File: src/rtl/kt_pkg.sv
package kt_pkg;
  localparam int NUM_KEYS = 5;
  localparam int FREQ_W   = 16;
  localparam int PHASE_W  = 7;
  localparam int BUS_W    = 8;
  localparam int SEL_W    = 2;

  // decimal weight of key idx: 10**idx
  function automatic logic [FREQ_W-1:0] key_weight(input int unsigned idx);
    logic [FREQ_W-1:0] w;
    w = 1;
    for (int i = 0; i < NUM_KEYS; i++)
      if (i < int'(idx)) w = FREQ_W'(w * 10);
    return w;
  endfunction

  // subtract; anything landing above the cap came from an unsigned wrap
  function automatic logic [FREQ_W-1:0] freq_next(input logic [FREQ_W-1:0] cur,
                                                  input int unsigned idx,
                                                  input logic [FREQ_W-1:0] cap);
    logic [FREQ_W-1:0] diff;
    diff = cur - key_weight(idx);
    return (diff > cap) ? cap : diff;
  endfunction

  function automatic logic [PHASE_W-1:0] phase_next(input logic [PHASE_W-1:0] cur,
                                                    input logic [PHASE_W-1:0] inc,
                                                    input logic [PHASE_W:0] limit);
    logic [PHASE_W:0] sum;
    sum = {1'b0, cur} + {1'b0, inc};
    return (sum >= limit) ? '0 : sum[PHASE_W-1:0];
  endfunction

  function automatic int unsigned hot_index(input logic [NUM_KEYS-1:0] v);
    int unsigned r;
    r = 0;
    for (int i = 0; i < NUM_KEYS; i++)
      if (v[i]) r = i;
    return r;
  endfunction
endpackage

File: src/rtl/kt_sync.sv
module kt_sync #(
  parameter int          WIDTH   = 5,
  parameter int          STAGES  = 2,
  parameter logic [WIDTH-1:0] RST_VAL = '1
) (
  input  logic             clk,
  input  logic             rst_n,
  input  logic [WIDTH-1:0] d_i,
  output logic [WIDTH-1:0] q_o
);
  for (genvar b = 0; b < WIDTH; b++) begin : g_bit
    logic [STAGES-1:0] sh;
    always_ff @(posedge clk or negedge rst_n) begin
      if (!rst_n) sh <= {STAGES{RST_VAL[b]}};
      else        sh <= {sh[STAGES-2:0], d_i[b]};
    end
    assign q_o[b] = sh[STAGES-1];
  end
endmodule

File: src/rtl/kt_keyproc.sv
module kt_keyproc
  import kt_pkg::*;
#(
  parameter logic [FREQ_W-1:0]  FREQ_INIT = 16'd50000,
  parameter logic [FREQ_W-1:0]  FREQ_CAP  = 16'd50000,
  parameter logic [PHASE_W:0]   PHASE_MOD = 8'd72,
  parameter logic [PHASE_W-1:0] FINE_INC  = 7'd1,
  parameter logic [PHASE_W-1:0] COARSE_INC = 7'd9
) (
  input  logic                clk,
  input  logic                rst_n,
  input  logic [NUM_KEYS-1:0] pressed_i,
  input  logic                freq_mode_i,
  input  logic                hold_i,
  output logic [FREQ_W-1:0]   freq_o,
  output logic [PHASE_W-1:0]  phase_o,
  output logic                act_o,
  output logic                rel_o
);
  logic latch_q;
  logic single;
  logic usable;

  assign single = $onehot(pressed_i);
  assign usable = single && (freq_mode_i || pressed_i[0] || pressed_i[1]);
  assign act_o  = usable && !latch_q && !hold_i;
  assign rel_o  = latch_q && (pressed_i == '0) && !hold_i;

  always_ff @(posedge clk or negedge rst_n) begin
    if (!rst_n) begin
      latch_q <= 1'b0;
      freq_o  <= FREQ_INIT;
      phase_o <= '0;
    end else if (act_o) begin
      latch_q <= 1'b1;
      if (freq_mode_i)
        freq_o <= freq_next(freq_o, hot_index(pressed_i), FREQ_CAP);
      else
        phase_o <= phase_next(phase_o, pressed_i[1] ? COARSE_INC : FINE_INC, PHASE_MOD);
    end else if (rel_o) begin
      latch_q <= 1'b0;
    end
  end
endmodule

File: src/rtl/kt_burst.sv
module kt_burst
  import kt_pkg::*;
(
  input  logic               clk,
  input  logic               rst_n,
  input  logic               start_i,
  input  logic [PHASE_W-1:0] phase_i,
  input  logic [FREQ_W-1:0]  freq_i,
  output logic [SEL_W-1:0]   sel_o,
  output logic [BUS_W-1:0]   data_o,
  output logic               stb_o,
  output logic               busy_o
);
  localparam int STEPS = 4;
  localparam int STEP_W = $clog2(STEPS);

  logic [STEP_W-1:0] step_q;
  logic              strobe_phase_q;
  logic [STEP_W-1:0] load_step;
  logic [SEL_W-1:0]  nxt_sel;
  logic [BUS_W-1:0]  nxt_data;

  assign load_step = start_i ? '0 : STEP_W'(step_q + 1'b1);

  always_comb begin
    unique case (load_step)
      2'd0:    begin nxt_sel = 2'b11; nxt_data = BUS_W'(phase_i);          end
      2'd1:    begin nxt_sel = 2'b01; nxt_data = freq_i[FREQ_W-1 -: BUS_W]; end
      2'd2:    begin nxt_sel = 2'b10; nxt_data = freq_i[BUS_W-1:0];         end
      default: begin nxt_sel = 2'b00; nxt_data = '0;                        end
    endcase
  end

  always_ff @(posedge clk or negedge rst_n) begin
    if (!rst_n) begin
      busy_o         <= 1'b0;
      step_q         <= '0;
      strobe_phase_q <= 1'b0;
      sel_o          <= '0;
      data_o         <= '0;
      stb_o          <= 1'b0;
    end else if (!busy_o) begin
      if (start_i) begin
        busy_o         <= 1'b1;
        step_q         <= '0;
        strobe_phase_q <= 1'b0;
        sel_o          <= nxt_sel;
        data_o         <= nxt_data;
      end
    end else if (!strobe_phase_q) begin
      stb_o          <= 1'b1;
      strobe_phase_q <= 1'b1;
    end else begin
      stb_o          <= 1'b0;
      strobe_phase_q <= 1'b0;
      if (step_q == STEP_W'(STEPS-1)) begin
        busy_o <= 1'b0;
      end else begin
        step_q <= load_step;
        sel_o  <= nxt_sel;
        data_o <= nxt_data;
      end
    end
  end
endmodule

File: src/rtl/keypad_tuner.sv
module keypad_tuner
  import kt_pkg::*;
(
  input  logic                clk,
  input  logic                rst_n,
  input  logic [NUM_KEYS-1:0] key_n_i,
  input  logic                mode_i,
  output logic [SEL_W-1:0]    wr_sel_o,
  output logic [BUS_W-1:0]    wr_data_o,
  output logic                wr_stb_o,
  output logic                busy_o,
  output logic                refresh_o
);
  logic [NUM_KEYS-1:0] key_s;
  logic [0:0]          mode_s;
  logic [NUM_KEYS-1:0] pressed;
  logic [FREQ_W-1:0]   freq_q;
  logic [PHASE_W-1:0]  phase_q;
  logic                act_evt;
  logic                rel_evt;
  logic                start_evt;
  logic                init_pend_q;

  kt_sync #(.WIDTH(NUM_KEYS), .STAGES(2), .RST_VAL('1)) u_key_sync (
    .clk(clk), .rst_n(rst_n), .d_i(key_n_i), .q_o(key_s));

  kt_sync #(.WIDTH(1), .STAGES(2), .RST_VAL(1'b1)) u_mode_sync (
    .clk(clk), .rst_n(rst_n), .d_i(mode_i), .q_o(mode_s));

  assign pressed = ~key_s;

  kt_keyproc u_keyproc (
    .clk(clk), .rst_n(rst_n), .pressed_i(pressed), .freq_mode_i(mode_s[0]),
    .hold_i(busy_o), .freq_o(freq_q), .phase_o(phase_q),
    .act_o(act_evt), .rel_o(rel_evt));

  assign start_evt = (init_pend_q || rel_evt) && !busy_o;

  always_ff @(posedge clk or negedge rst_n) begin
    if (!rst_n) begin
      init_pend_q <= 1'b1;
      refresh_o   <= 1'b0;
    end else begin
      refresh_o <= start_evt;
      if (start_evt) init_pend_q <= 1'b0;
    end
  end

  kt_burst u_burst (
    .clk(clk), .rst_n(rst_n), .start_i(start_evt), .phase_i(phase_q),
    .freq_i(freq_q), .sel_o(wr_sel_o), .data_o(wr_data_o),
    .stb_o(wr_stb_o), .busy_o(busy_o));
endmodule

File: config.mk
export PLATFORM = sky130hd
export DESIGN_NAME = keypad_tuner
export DESIGN_NICKNAME = d
export VERILOG_FILES = /design/src/rtl/kt_pkg.sv /design/src/rtl/kt_sync.sv /design/src/rtl/kt_keyproc.sv /design/src/rtl/kt_burst.sv /design/src/rtl/keypad_tuner.sv
export SDC_FILE = /design/constraint.sdc
export NUM_CORES = 1
export LEC_CHECK = 0
export BUFFER_PORTS_ARGS = -buffer_cell sky130_fd_sc_hd__buf_2
export CAP_MARGIN = 20
export CORE_UTILIZATION = 52
export CTS_CLUSTER_DIAMETER = 40
export DETAILED_ROUTE_END_ITERATION = 8
export HOLD_SLACK_MARGIN = 0.12
export PLACE_DENSITY = 0.7
export SLEW_MARGIN = 0
export SYNTH_ARGS = -nofsm -noshare
export SYNTH_HDL_FRONTEND = slang
export SYNTH_SLANG_ARGS = --single-unit
File: constraint.sdc
create_clock -name clk -period 6.3 [get_ports clk]
set_input_delay 0.315 -clock clk [delete_from_list [all_inputs] [get_ports clk]]
set_output_delay 0.315 -clock clk [all_outputs]
set_load 0.02 [all_outputs]
* Yosys cells after proc, flatten, opt, wreduce, memory -nomap -nowiden
Cells that the tools add are included.
** Storage, ports and cells
- Register bits :: 53
- Output and inout port bits :: 13
- Word-level logic and storage cells :: 109
** Cells by class
- Add/subtract/negate cells :: 7
- $mul :: 4
- Order comparisons :: 7
- Eq/ne operators :: 6
- Muxes and demuxes :: 48
- Bitwise operators :: 2
- Reductions and logical operators :: 18
** Operators by type and width (number)
- two-way mux 16 bit :: 15
- < comparator 3 x 32 -> 1 bit, first input constant :: 2
- multiplier 16 x 3 -> 15 bit, second input constant :: 4
- two-way mux 32 bit :: 2
- < comparator 1 x 32 -> 1 bit, first input constant :: 1
- < comparator 2 x 32 -> 1 bit, first input constant :: 1
- < comparator 4 x 32 -> 1 bit, first input constant :: 1
- two-way mux 8 bit :: 4
- case mux 8 bit (3 select lines) :: 1
- two-way mux 2 bit :: 11
- greater-than comparator 16 bit, second input constant :: 1
- subtractor 16 bit :: 1
- two-way mux 1 bit :: 10
- adder 7 x 7 -> 8 bit :: 1
- >= comparator 8 x 7 -> 1 bit, second input constant :: 1
- two-way mux 4 bit :: 2
- two-way mux 7 bit :: 1
- logical AND 1 bit :: 6
- case mux 2 bit (3 select lines) :: 1
- logical NOT 5 bit :: 1
- inverter 5 bit :: 1
- adder 1 x 1 -> 2 bit :: 2
- equality test 2 bit, second input constant :: 2
- != test 2 bit, second input constant :: 2
- 13 further kinds :: 18

* Longest topological paths before layout
Gate-level depths: netlist of run 1.
- Depth in word-level cells :: 32
- Mapped depth :: 23

* Cells and area by module
Synthesis of run 1 repeated with hierarchy kept, for this count alone.
** Unflattened totals
- Cell total of the unflattened synthesis :: 423
- Area, all modules :: 3981.3 um2
** Modules (own cells, without submodules)
- kt_keyproc :: times used 1, cells each 326, area an instance 2732.6 um2
- kt_burst :: times used 1, cells each 71, area an instance 808.3 um2
- kt_sync (u_key_sync) :: times used 1, cells each 15, area an instance 300.3 um2
- keypad_tuner :: times used 1, cells each 9, area an instance 87.6 um2
- kt_sync (u_mode_sync) :: times used 1, cells each 2, area an instance 52.6 um2

* Worst setup path before layout of run 1
No wires, ideal clock.
- Kind :: reg2reg
- Start point :: reg u_key_sync.g_bit[3].sh[1]
- End point :: reg u_keyproc.freq_o[0]
- Setup time :: 144 ps
- Arrival time :: 4857 ps
- Setup slack :: 1299 ps
- Stages on the path, launching flop included :: 23
- Path buffers :: 2
- Clock period less this slack :: 5001 ps
- Cell sequence :: dfstp_2 > clkbuf_1 > nand2_1 > nor2_1 > ha_1 > clkbuf_1 > nand2_1 > o21ai_0 > ha_1 > ha_1 > a21oi_1 > nor2b_1 > o21ai_0 > nand2_1 > xor2_1 > or2_2 > ha_1 > nand4_1 > a211oi_1 > o211a_1 > or3_1 > a211oi_4 > a21oi_2
** On the way
- Cells in the longest elaborated chain, start to end :: 28
- Elaborated cells between the ends (all ways) :: 40
- Classes of those cells :: add/sub: 4; mul: 4; order compare: 6; eq/ne: 1; mux: 20; bitwise: 1; reduce/logical: 4
** RTL lines
- from (decl) :: line kt_sync.sv:12 : logic [STAGES-1:0] sh;
- from (signal assigned) :: line kt_sync.sv:14 : if (!rst_n) sh <= {STAGES{RST_VAL[b]}};
- from (signal assigned) :: line kt_sync.sv:15 : else sh <= {sh[STAGES-2:0], d_i[b]};
- inverter 5 bit (*) :: line keypad_tuner.sv:30 : assign pressed = ~key_s;
- two-way mux 2 bit :: line kt_pkg.sv:38 : if (v[i]) r = i;
- two-way mux 3 bit :: line kt_pkg.sv:38
- two-way mux 32 bit :: line kt_keyproc.sv:36 : if (freq_mode_i)
- two-way mux 32 bit :: line kt_keyproc.sv:34 : end else if (act_o) begin
- < comparator 1 x 32 -> 1 bit :: line kt_pkg.sv:13 : if (i < int'(idx)) w = FREQ_W'(w * 10);
- two-way mux 4 bit :: line kt_pkg.sv:13
- two-way mux 16 bit :: line kt_keyproc.sv:36
- (+12 left out)
- two-way mux 16 bit :: line kt_keyproc.sv:34
- multiplier 16 x 3 -> 15 bit :: line kt_pkg.sv:13
- two-way mux 16 bit :: line kt_pkg.sv:13
- two-way mux 16 bit :: line kt_keyproc.sv:36
- two-way mux 16 bit :: line kt_keyproc.sv:34
- subtractor 16 bit :: line kt_pkg.sv:22 : diff = cur - key_weight(idx);
- greater-than comparator 16 bit :: line kt_pkg.sv:23 : return (diff > cap) ? cap : diff;
- two-way mux 16 bit :: line kt_pkg.sv:23
- to (signal assigned) :: line kt_keyproc.sv:37 : freq_o <= freq_next(freq_o, hot_index(pressed_i), FREQ_CAP);
- to (decl) :: line kt_keyproc.sv:15 : output logic [FREQ_W-1:0] freq_o,
Mark *: on every way between the ends. The rest lies on a longest branch, timed or not. The select of a mux whose other input is x is not followed.
A chain may end at the register's enable or synchronous reset.

* Worst setup path in the final report of run 1
- Start point :: reg u_key_sync.g_bit[3].sh[1]
- End point :: reg u_keyproc.freq_o[1]
The elaborated chain is that of the path after synthesis.

==> impl_metrics.env, run 1 <==
export IMPL_status="finished clean"
export IMPL_synth_area_sq_um=3770
export IMPL_yosys_warnings=0
export IMPL_power_internal_uw=1010
export IMPL_synth_edf_count=0
export IMPL_drive_gt1_frac=0.172
export IMPL_synth_distinct_cells=62
export IMPL_cpPeakStageDelay_ns=0.64
export IMPL_synth_compound_area_frac=0.238
export IMPL_min_path_cells=0
export IMPL_dp_cells=506
export IMPL_area_growth_pct=8.40
export IMPL_pwr_density_cell_nw_per_um2=465
export IMPL_antenna_found_initial=0
export IMPL_synth_xor_area_share=0.0415
export IMPL_ys_ff_latch=53
export IMPL_drt_iter0_markers=135
export IMPL_via_per_inst=5.87
export IMPL_ant_nets=0
export IMPL_clock_latency_ns=0.30
export IMPL_synth_area_leaders="dfrtp_1 (23%), dfstp_2 (13%), ha_1 (11%)"
export IMPL_syn_nets=451
export IMPL_wl_per_cell_um=15.7
export IMPL_grt_pass1_vias=2822
export IMPL_place_gp_congestion=0.961
export IMPL_crit_type="reg -> reg"
export IMPL_fin_tns_setup_ns=0
export IMPL_fin_cells=521
export IMPL_path_cells="ha_1 > and2_1 > ha_1 > nand2_1 > o21ai_0 > ha_1 > ha_1 > a21oi_1 > nor2b_1 > o21ai_0 > nand2_1 > xor2_1 > or2_2 > ha_1 > nand4_1 > a211oi_1 > o211a_1 > or3_1 > a211oi_4 > a21oi_2"
export IMPL_rsz0062_at_grt="false"
export IMPL_port_buffer_count=20
export IMPL_postRouteWirelength_mm=8.18
export IMPL_htree_levels=2
export IMPL_fmax_mhz=186
export IMPL_clock_power_share=0.118
export IMPL_dieWidth_um=87.1
export IMPL_fin_util=0.592
export IMPL_crit_top_cell="ha_1"
export IMPL_critPathRequiredTime_ns=6.45
export IMPL_combPwrFrac=0.551
export IMPL_grt_max_degree=36
export IMPL_max_slew_margin=0.374
export IMPL_cts_buffer_depth=2
export IMPL_synthCells=408
export IMPL_end_kind="register"
export IMPL_synth_fa_ha_area_frac=0.122
export IMPL_core_sq_um=6910
export IMPL_synth_area_mux_share=0.0295
export IMPL_avgSynthCellArea_sq_um=9.24
export IMPL_cp_arrival_ns=5.54
export IMPL_clkTransAtPathRegs_ns=0.10
export IMPL_yosys_area_top_type_share=0.226
export IMPL_hold_violations=0
export IMPL_yosysSeqAreaShare=0.358
export IMPL_cts_root_buffer="clkbuf_8"
export IMPL_grt_usage=0.230
export IMPL_pin_count=21
export IMPL_period_share=0.855
export IMPL_die_area_sq_um=7590
export IMPL_power_switching_share=0.467
export IMPL_synthFlopType="dfrtp_1"
export IMPL_async_flop_share=1.00
export IMPL_synthSimpleGateAreaFrac=0.158
export IMPL_drcViolationCount=0
export IMPL_ir_drop_uv=285
export IMPL_num_antenna_cells=0
export IMPL_first_pass_iters=7
export IMPL_finClkSkew_ns=0.0138
export IMPL_nets=467
export IMPL_switching_power_uw=888
export IMPL_fill_cells=614
export IMPL_cp_max_fo=10
export IMPL_die_h_um=87.1
export IMPL_tightest_slew_ns=0.932
export IMPL_hold_path_class="reg -> reg"
export IMPL_clock_sinks=53
export IMPL_grt_ovfl_total=0
export IMPL_leakage_uw=0.00177
export IMPL_grt_pass1_wl_mm=13.6
export IMPL_hpwlAfterDp_mm=6.39
export IMPL_cap_violations=0
export IMPL_crit_path_start_kind="register"
export IMPL_cts_buffers=5
export IMPL_vias=3059
export IMPL_totalPowerFinal_uw=1900
export IMPL_rows=30
export IMPL_cts_resized=0
export IMPL_slew_viol_final=0
export IMPL_finalSetupViolCount=0
export IMPL_seqPwrFrac=0.331
export IMPL_synth_top_family_by_area="compound AO/OA/AOI/OAI gates"
export IMPL_ff2ff_path_depth=20
export IMPL_critPathSlowestCell="dfstp_2"
export IMPL_synth_largest_area_cell="dfrtp_1"
export IMPL_min_period_ns=5.39
export IMPL_cts_tree="built"
export IMPL_start_util=0.546
## cell usage after synthesis, types with 4 or more instances
master and instances:
and2_1 4, mux2i_1 10, a21oi_1 33, a21oi_2 10
o21ai_0 26, dfrtp_1 34, xnor2_1 8, dfstp_2 19
nor2_1 31, inv_1 25, a211o_1 4, a21o_1 6
nand3_1 6, nor3_1 6, clkbuf_1 13, nand3b_1 9
and3_1 4, ha_1 32, o21a_1 7, a221oi_1 7
or2_2 5, nand2b_1 8, xor2_1 8, nand2_1 35
## metal layers
metal / part of all wire / global-route usage / routed length, um
met5: 0 / 0 / 0
met4: 0.0072 / 0.0209 / 59
met2: 0.47 / 0.382 / 3830
met3: 0.057 / 0.0398 / 470
met1: 0.47 / 0.328 / 3810
## power by group through the flow
stage          combinational (uW)  sequential [uW]  clock [uW]
2_1_floorplan                 825              602           0
3_3_place_gp                 1020              629           0
3_5_place_dp                 1040              632           0
4_1_cts                      1050              626         229
5_1_grt                      1160              645         243
6_report                     1050              629         224
## metrics by stage
stage / area (sq um) / setup WS (ns) / hold slack (ns)
floorplan: 3770 / 1.30 / 0.0194
global route: 4090 / 0.428 / 0.368
global placement: 3900 / 1.16 / 0.258
CTS: 4090 / 0.905 / 0.362
detailed placement: 3900 / 0.957 / 0.268
finish: 4090 / 0.912 / 0.361
## cell type report
type / instances / area [sq um] / area share
clock buffers: 7 / 108 / 0.0263
clock inverters: 1 / 7.51 / 0.00184
inverters: 27 / 101 / 0.0248
multi-input cells: 309 / 2220 / 0.544
flip-flops and latches: 53 / 1350 / 0.330
well taps: 96 / 120 / 0.0294
repair buffers: 28 / 178 / 0.0435
## state kept, by name, summed over array words and instances (netlist names)
register,count
u_key_sync.g_bit.sh,10
u_burst.stb_o,1
u_burst.sel_o,2
u_burst.busy_o,1
refresh_o,1
init_pend_q,1
u_mode_sync.g_bit.sh,2
u_keyproc.freq_o,16
u_burst.data_o,8
u_burst.strobe_phase_q,1
u_keyproc.latch_q,1
u_keyproc.phase_o,7
u_burst.step_q,2
## placed cells by master (no fill, tap or decap), types with 8 or more instances in the layout
master,n
a21oi_1,33
inv_1,25
dfstp_2,19
dfrtp_1,34
nor2_1,31
ha_1,32
o21ai_0,26
nand3b_1,9
mux2i_1,10
a21oi_2,10
buf_2,20
nand2_1,35
xnor2_1,8
nand2b_1,8
xor2_1,8
## worst max-delay path: cells and delay by family, from the launching register on
family	cells	cell delay, ns
AOI/OAI and AO/OA	7	1.49
xor gates and xnor gates	1	0.14
adders and majority gates	5	1.63
DFF	1	0.64
and+or+nand+nor	7	1.34
## timing repair
item,CTS,global route
endpoints found under the hold margin,20,0
hold buffers,7,0
buffers inserted,0,0
## path summary, 6_finish.rpt
| path | startpoint | endpoint | slack [ns] |
|---|---|---|---|
| min in group asynchronous | rst_n | u_burst.step_q[1]$_DFFE_PN0P_ | 0.46 |
| worst min register to register | u_key_sync.g_bit[4].sh[0]$_DFF_PN1_ | u_key_sync.g_bit[4].sh[1]$_DFF_PN1_ | 0.36 |
| worst max register to register | u_key_sync.g_bit[3].sh[1]$_DFF_PN1_ | u_keyproc.freq_o[1]$_DFFE_PN0P_ | 0.91 |
| worst min-delay path | u_key_sync.g_bit[4].sh[0]$_DFF_PN1_ | u_key_sync.g_bit[4].sh[1]$_DFF_PN1_ | 0.36 |
| max in group asynchronous | rst_n | u_key_sync.g_bit[4].sh[1]$_DFF_PN1_ | 5.03 |
| worst max-delay path | u_key_sync.g_bit[3].sh[1]$_DFF_PN1_ | u_keyproc.freq_o[1]$_DFFE_PN0P_ | 0.91 |
## cells by family after synthesis
group,count (synthesis)
buffers and inverters,46
xor gates and xnor gates,17
and+or+nand+nor,120
DFF,53
adders and majority gates,35
AOI/OAI and AO/OA,126
muxes,11
No activity file was read; power rests on OpenSTA's default activity.
==> run 2, diff against run 1 <==
==> constraint.sdc (replaced) <==
create_clock -name clk -period 6.8 [get_ports clk]
set_input_delay 0.34 -clock clk [delete_from_list [all_inputs] [get_ports clk]]
set_output_delay 0.34 -clock clk [all_outputs]
set_load 0.02 [all_outputs]
==> impl_metrics.env, run 2 (synthesis gave the netlist of run 1 again) <==
export IMPL_via_per_inst=5.77
export IMPL_wl_per_cell_um=15.5
export IMPL_grt_max_degree=36
export IMPL_combPwrFrac=0.556
export IMPL_fmax_mhz=187
export IMPL_hpwlAfterDp_mm=6.34
export IMPL_critPathSlowestCell="dfstp_2"
export IMPL_start_util=0.546
export IMPL_period_share=0.787
export IMPL_drive_gt1_frac=0.172
export IMPL_cts_resized=0
export IMPL_fin_tns_setup_ns=0
export IMPL_switching_power_uw=820
export IMPL_fill_cells=626
export IMPL_num_antenna_cells=0
export IMPL_clock_sinks=53
export IMPL_die_h_um=87.1
export IMPL_max_slew_margin=0.384
export IMPL_drt_iter0_markers=170
export IMPL_ant_nets=0
export IMPL_largest_register_ff_count=16
export IMPL_grt_pass1_vias=2731
export IMPL_fin_cells=521
export IMPL_leakage_uw=0.00177
export IMPL_reg_top3="u_keyproc.freq_o (16), u_key_sync.g_bit.sh (10), u_burst.data_o (8)"
export IMPL_area_growth_pct=8.03
export IMPL_top_register="u_keyproc.freq_o"
export IMPL_min_period_ns=5.35
export IMPL_power_internal_uw=926
export IMPL_cts_root_buffer="clkbuf_8"
export IMPL_dieWidth_um=87.1
export IMPL_cp_max_fo=10
export IMPL_critPathRequiredTime_ns=6.99
export IMPL_vias=3005
export IMPL_drcViolationCount=0
export IMPL_reg2reg_slack_ns=1.45
export IMPL_post_cts_buffers=0
export IMPL_rsz0062_at_grt="false"
export IMPL_place_gp_congestion=0.961
export IMPL_grt_usage=0.228
export IMPL_timing_rr_end="u_keyproc.freq_o[10]$_DFFE_PN0P_"
export IMPL_cts_buffers=5
export IMPL_htree_levels=2
export IMPL_cp_arrival_ns=5.54
export IMPL_dp_cells=506
export IMPL_ff2ff_path_depth=21
export IMPL_postRouteWirelength_mm=8.10
export IMPL_grt_ovfl_total=0
export IMPL_path_cells="ha_1 > o21ai_0 > nor2_1 > ha_1 > nand2_1 > o21ai_0 > ha_1 > ha_1 > a21oi_1 > nor2b_1 > o21ai_0 > nand2_1 > xor2_1 > or2_2 > ha_1 > nand4_1 > a211oi_1 > o211a_1 > or3_1 > a211oi_4 > a21oi_2"
export IMPL_die_area_sq_um=7590
export IMPL_crit_type="reg -> reg"
export IMPL_clock_power_share=0.112
export IMPL_crit_path_start_kind="register"
export IMPL_pin_count=21
export IMPL_first_pass_iters=5
export IMPL_endpoint="u_keyproc.freq_o[10]$_DFFE_PN0P_"
export IMPL_finClkSkew_ns=0.0105
export IMPL_antenna_found_initial=0
export IMPL_ir_drop_uv=266
export IMPL_cts_hold_buf=7
export IMPL_finalSetupViolCount=0
export IMPL_whs_ns=0.358
export IMPL_hold_violations=0
export IMPL_power_switching_share=0.470
export IMPL_r2r_start="u_key_sync.g_bit[3].sh[1]$_DFF_PN1_"
export IMPL_end_kind="register"
export IMPL_totalPowerFinal_uw=1750
export IMPL_slew_viol_final=0
export IMPL_port_buffer_count=20
export IMPL_clkTransAtPathRegs_ns=0.10
export IMPL_clock_latency_ns=0.31
export IMPL_status="finished clean"
export IMPL_seqPwrFrac=0.332
export IMPL_cts_tree="built"
export IMPL_nets=467
export IMPL_cpPeakStageDelay_ns=0.64
export IMPL_mostFrequentLayoutCells="nand2_1 (35), dfrtp_1 (34), a21oi_1 (33)"
export IMPL_tightest_slew_ns=0.918
export IMPL_hold_path_class="reg -> reg"
export IMPL_crit_path_start="u_key_sync.g_bit[3].sh[1]$_DFF_PN1_"
export IMPL_min_from="u_mode_sync.g_bit[0].sh[0]$_DFF_PN1_"
export IMPL_rows=30
export IMPL_grt_pass1_wl_mm=13.3
export IMPL_cap_violations=0
export IMPL_pwr_density_cell_nw_per_um2=429
export IMPL_crit_top_cell="ha_1"
export IMPL_fin_util=0.590
export IMPL_core_sq_um=6910
export IMPL_layout_commonest_cell="nand2_1"
export IMPL_cts_buffer_depth=2
run 2: cell types whose count changed in the layout (fill, tap and decap cells not counted):
cell | previous run | this run
clkinv_2 | 0 | 1
clkbuf_8 | 6 | 7
clkbuf_16 | 1 | 0
clkinvlp_4 | 1 | 0
run 2: cell type report:
cell class,instances,area [sq um],area share
Sequential cell,53,1350,0.331
Tap cell,96,120,0.0295
Inverter,27,101,0.0249
Clock inverter,1,5.00,0.00123
Multi-Input combinational cell,309,2220,0.546
Clock buffer,7,96.3,0.0237
Timing Repair Buffer,28,178,0.0436
run 2: worst min path at each step:
stage                     slack (ns)  depth (start not counted)                                    to
after detailed placement        0.29                          1         u_burst.step_q[1]$_DFFE_PN0P_
after floorplan                 0.04                          0                   refresh_o$_DFF_PN0_
after CTS                       0.36                          0  u_mode_sync.g_bit[0].sh[1]$_DFF_PN1_
final                           0.36                          0  u_mode_sync.g_bit[0].sh[1]$_DFF_PN1_
after global placement          0.28                          1         u_burst.step_q[1]$_DFFE_PN0P_
after global routing            0.36                          0  u_mode_sync.g_bit[0].sh[1]$_DFF_PN1_
run 2: worst max-delay path, delay by kind of cell (launching register included):
family / cells / cell delay (ns)
AO/OA/AOI/OAI: 8 / 1.60
adder cells (fa/ha/maj): 5 / 1.62
AND/OR/NAND/NOR: 7 / 1.22
flip-flops: 1 / 0.64
XOR/XNOR: 1 / 0.14
run 2: metal layers:
layer / vias to the layer above / GRT usage / routed length [um]
met3: 5 / 0.0464 / 453
met4: 0 / 0.0358 / 47
met2: 68 / 0.369 / 3760
met1: 1447 / 0.323 / 3840
met5: - / 0 / 0
li1: 1485 / - / -
run 2: through the flow:
| stage | worst slack (ns) | cell area [sq um] |
|---|---|---|
| 3_5_place_dp | 1.47 | 3900 |
| 5_1_grt | 0.929 | 4070 |
| 2_1_floorplan | 1.80 | 3770 |
| 3_3_place_gp | 1.66 | 3900 |
| 6_report | 1.45 | 4070 |
| 4_1_cts | 1.44 | 4070 |
run 2: power by group through the flow:
stage | combinational, uW | clock (uW) | sequential [uW]
6_report | 971 | 195 | 581
5_1_grt | 1080 | 210 | 596
4_1_cts | 968 | 199 | 579
3_5_place_dp | 962 | 0 | 585
3_3_place_gp | 947 | 0 | 583
2_1_floorplan | 765 | 0 | 558
